==> src/rtl/hdlc_bus_arbiter.sv <==
module hdlc_bus_arbiter #(
  parameter int NORMAL_ONES = 8,
  parameter int LOW_ONES    = 10,
  localparam int CW = $clog2(LOW_ONES + 1)
) (
  input  logic       clk,
  input  logic       rst_n,
  input  logic [1:0] mode,
  input  logic       tx_req,
  input  logic       tx_data,
  input  logic       frame_end,
  input  logic       cxd,
  output logic       txd,
  output logic       granted,
  output logic       lost,
  output logic       done
);

  logic [CW-1:0] ones_q, ones_d;
  logic low_q, low_d;
  logic grant_q, grant_d;
  logic lost_d, done_d;
  logic txd_r, txd_f;

  wire bus_mode = (mode == 2'b01) || (mode == 2'b11);
  wire late     = (mode == 2'b11);
  wire [CW-1:0] need = low_q ? CW'(LOW_ONES) : CW'(NORMAL_ONES);
  wire clash    = bus_mode && grant_q && txd && !cxd;

  assign ones_d = !cxd ? '0 : (ones_q == CW'(LOW_ONES)) ? ones_q : ones_q + 1'b1;

  always_comb begin
    grant_d = grant_q;
    low_d   = low_q;
    lost_d  = 1'b0;
    done_d  = 1'b0;
    if (grant_q) begin
      if (clash) begin
        grant_d = 1'b0;
        lost_d  = 1'b1;
      end else if (frame_end) begin
        grant_d = 1'b0;
        done_d  = 1'b1;
        low_d   = 1'b1;
      end else if (!tx_req) begin
        grant_d = 1'b0;
      end
    end else if (tx_req && (!bus_mode || ones_d >= need)) begin
      grant_d = 1'b1;
      low_d   = 1'b0;
    end
  end

  always_ff @(negedge clk or negedge rst_n) begin
    if (!rst_n) begin
      ones_q  <= '0;
      low_q   <= 1'b0;
      grant_q <= 1'b0;
      lost    <= 1'b0;
      done    <= 1'b0;
      txd_f   <= 1'b1;
    end else begin
      ones_q  <= ones_d;
      low_q   <= low_d;
      grant_q <= grant_d;
      lost    <= lost_d;
      done    <= done_d;
      txd_f   <= grant_d ? tx_data : 1'b1;
    end
  end

  always_ff @(posedge clk or negedge rst_n) begin
    if (!rst_n) txd_r <= 1'b1;
    else        txd_r <= grant_q ? tx_data : 1'b1;
  end

  assign txd     = late ? txd_f : txd_r;
  assign granted = grant_q;

endmodule


==> config.mk <==
export PLATFORM = sky130hd
export DESIGN_NAME = hdlc_bus_arbiter
export DESIGN_NICKNAME = d
export VERILOG_FILES = /design/src/rtl/hdlc_bus_arbiter.sv
export SDC_FILE = /design/constraint.sdc
export NUM_CORES = 1
export LEC_CHECK = 0
export ABC_AREA = 1
export BUFFER_PORTS_ARGS = -buffer_cell sky130_fd_sc_hd__buf_2
export CAP_MARGIN = 10
export CORE_MARGIN = 4
export CORE_UTILIZATION = 30
export CTS_CLUSTER_DIAMETER = 200
export DETAILED_ROUTE_END_ITERATION = 10
export GPL_TIMING_DRIVEN = 1
export SLEW_MARGIN = 20
export SYNTH_ARGS = -nofsm -noshare
export SYNTH_HDL_FRONTEND = slang
export SYNTH_SLANG_ARGS = --single-unit
==> constraint.sdc <==
create_clock -name clk -period 1.9 [get_ports clk]
set_clock_uncertainty 0.15 [all_clocks]
set_input_delay 0.285 -clock clk [delete_from_list [all_inputs] [get_ports clk]]
set_output_delay 0.285 -clock clk [all_outputs]
set_load 0.1 [all_outputs]
* After elaboration in Yosys (flattened, before gate mapping)
Index checks and enable logic that the tools add are counted.
** Storage, ports and cells
- Flip-flop bits (word level) :: 10
- Output and inout port bits :: 4
- Logic and storage cells :: 44
** Operators by class
- Add/sub/neg operators :: 1
- Magnitude comparators :: 1
- Eq/ne operators :: 5
- Multiplexer cells :: 20
- Reduce and logical (&&, ||, !) cells :: 10
** Operators by type and width (number)
- two-way mux 1 bit :: 17
- two-way mux 4 bit :: 2
- adder 4 x 1 -> 4 bit (second input constant) :: 1
- equality test 4 bit (second input constant) :: 1
- >= comparator 4 bit :: 1
- logical AND 1 bit :: 4
- inequality test 2 bit (second input constant) :: 2
- AND reduction 3 bit :: 1
- equality test 2 x 1 -> 1 bit (second input constant) :: 1
- equality test 2 bit (second input constant) :: 1
- logical NOT 1 bit :: 2
- logical OR 1 bit :: 2
- two-way mux 2 bit :: 1
- nonzero test 2 bit :: 1

* Logic depth before layout (Yosys ltp)
- Word-level depth :: 9
- Mapped depth :: 13

==> impl_metrics.env <==
export IMPL_leakagePower_nw=0.412
export IMPL_timing_reg2reg_setup_slack_ns=-0.54
export IMPL_place_inst=94
export IMPL_layout_drive_gt1_share=0.447
export IMPL_hold_viol_final=0
export IMPL_violations="negative setup slack"
export IMPL_setup_slack_ns=-0.743
export IMPL_p_per_area_nw_per_um2=699
export IMPL_cts_tree="yes"
export IMPL_path_clk_slew_ns=0.06
export IMPL_start_util=0.326
export IMPL_globalplace_congestion=0.729
export IMPL_ys_ff_latch=10
export IMPL_dr_pass1_iters=1
export IMPL_io_buffers=11
export IMPL_synthesis_nets=71
export IMPL_cts_sinks=10
export IMPL_clockBufferDepth=2
export IMPL_std_cell_rows=14
export IMPL_hold_end="txd_r"
export IMPL_dp_hpwl_um=805
export IMPL_area_growth_pct=61.1
export IMPL_max_slew_margin=0.834
export IMPL_h_tree_depth=1
export IMPL_rr_startpoint="txd_r"
export IMPL_num_vias=441
export IMPL_worst_r2r_path_depth=7
export IMPL_synth_area_leader_cell="dfrtn_1"
export IMPL_io_pins=12
export IMPL_netlist_area_sq_um=508
export IMPL_startpoint_type="flop"
export IMPL_layoutNonFillerInstCount=101
export IMPL_totalPowerFinal_uw=572
export IMPL_reg2reg_to="granted"
export IMPL_nets=97
export IMPL_layout_commonest_cell="nand2_1"
export IMPL_synth_top_area_frac=0.394
export IMPL_antenna_cells=0
export IMPL_setup_violations=9
export IMPL_netlist_instances=60
export IMPL_coreArea_sq_um=1560
export IMPL_required_ns=1.46
export IMPL_grt_overflow=0
export IMPL_min_from="tx_data"
export IMPL_grt_pass1_vias=440
export IMPL_avgSynthCellArea_sq_um=8.47
export IMPL_path_class="reg -> out"
export IMPL_synth_cell_types=16
export IMPL_synthTopCellsByArea="dfrtn_1 (39%), dfstp_2 (10%), nand2_1 (10%), inv_1 (8.9%), ha_1 (7.4%)"
export IMPL_final_cell_mix="nand2_1 (13), inv_1 (10), dfrtn_1 (8), buf_4 (8), buf_2 (7)"
export IMPL_placement_cell_area_sq_um=736
export IMPL_drc=0
export IMPL_cap_violations=0
export IMPL_grt_setup_unrepaired="true"
export IMPL_avgRoutedWirePerCell_um=9.64
export IMPL_slew_violations=0
export IMPL_setup_tns_ns=-3.88
export IMPL_worstSetupEndpointType="output port"
export IMPL_grt_max_degree=11
export IMPL_tightest_slew_ns=0.248
export IMPL_yosys_warnings=0
export IMPL_clk_latency_ns=0.31
export IMPL_postLayoutCellArea_sq_um=818
export IMPL_cts_root_buffer="clkbuf_4"
export IMPL_die_w_um=49.2
export IMPL_avgViaCountPerCell=4.37
export IMPL_num_fill_cells=161
export IMPL_drt_iter0_drc=0
export IMPL_worst_ir_drop_vdd_v=0.000357
export IMPL_ant_nets=0
export IMPL_die_area_sq_um=2420
export IMPL_arrival_ns=2.21
export IMPL_seq_area_frac_synth=0.498
export IMPL_post_route_util=0.525
export IMPL_dieHeight_um=49.2
export IMPL_cts_buffers=3
export IMPL_wl_um=974
export IMPL_min_path_cells=3
export IMPL_min_path_type="in -> reg"
export IMPL_track_usage=0.0866
export IMPL_status="finished, violations left"
export IMPL_antenna_found_initial=0
export IMPL_critical_path_peak_fanout=2
export IMPL_grt_pass1_wl_mm=1.61
worst max path at each step:
stage / from / endpoint / cells after the start
global placement: cxd / low_q / 12
detailed placement: cxd / low_q / 12
global route: txd_f / txd / 4
CTS: txd_f / txd / 4
finish: txd_f / txd / 4
floorplan: granted / granted / 0
through the flow:
stage | worst slack (ns) | hold slack [ns]
2_1_floorplan | -0.487 | -0.0128
3_3_place_gp | -0.613 | 0.242
3_5_place_dp | -0.639 | 0.251
4_1_cts | -0.751 | 0.0819
5_1_grt | -0.794 | 0.0994
6_report | -0.743 | 0.0873
registers in the layout (all words and copies together), names as in the netlist:
signal and flops:
txd_r 1, txd_f 1, granted 1, done 1, ones_q 4, low_q 1
lost 1
cells by family after synthesis:
kind of cell,Yosys count,synth area share
DFF,10,0.498
AOI/OAI and AO/OA,3,0.0345
and+or+nand+nor,31,0.288
adders and majority gates,3,0.0739
xor gates and xnor gates,1,0.0172
buffers and inverters,12,0.0887
worst max-delay path: stages, from the launching register on:
cell and delay (ns):
dfstp_2 0.53, o21ai_4 0.06, buf_12 0.13, clkinvlp_4 0.07, buf_12 0.16
area by class of cell:
| class | count | area (sq um) | share of cell area |
|---|---|---|---|
| clock buffers | 4 | 26.3 | 0.0321 |
| clock inverters | 1 | 3.75 | 0.00459 |
| inverters | 11 | 57.6 | 0.0703 |
| multi-input cells | 38 | 253 | 0.309 |
| flip-flops and latches | 10 | 253 | 0.309 |
| well taps | 16 | 20.0 | 0.0245 |
| repair buffers | 21 | 205 | 0.251 |
layer usage:
| metal | part of all wire | global-route usage | wire (um) |
|---|---|---|---|
| met3 | 0.048 | 0.0306 | 47 |
| met2 | 0.55 | 0.147 | 533 |
| met4 | 0 | 0.0427 | 0 |
| met1 | 0.40 | 0.0942 | 394 |
| met5 | 0 | 0 | 0 |
cells in the mapped netlist:
master / instances
nor3_1: 1
nor2_1: 7
dfstp_2: 2
nand2_2: 3
ha_1: 3
nand3_1: 3
o21ai_1: 1
o21ai_0: 1
xor2_1: 1
inv_1: 12
dfrtn_1: 8
nor2_4: 1
nand3_2: 1
nand3b_1: 1
a21boi_1: 1
nand2_1: 14
where the power goes:
group	internal, mW	switching [mW]
sequential	0.233	0.0129
clock	0.0837	0.0726
combinational	0.0728	0.0973
timing repair:
item                       in CTS  in global routing
hold buffers                    1                  0
gates resized for setup         1                  7
setup endpoints to repair       9                  9
gates cloned                    0                  0
hold endpoints to repair        1                  0
setup buffers                   0                  2
pin swaps                       1                  2
(Power assumes the default switching activity.)
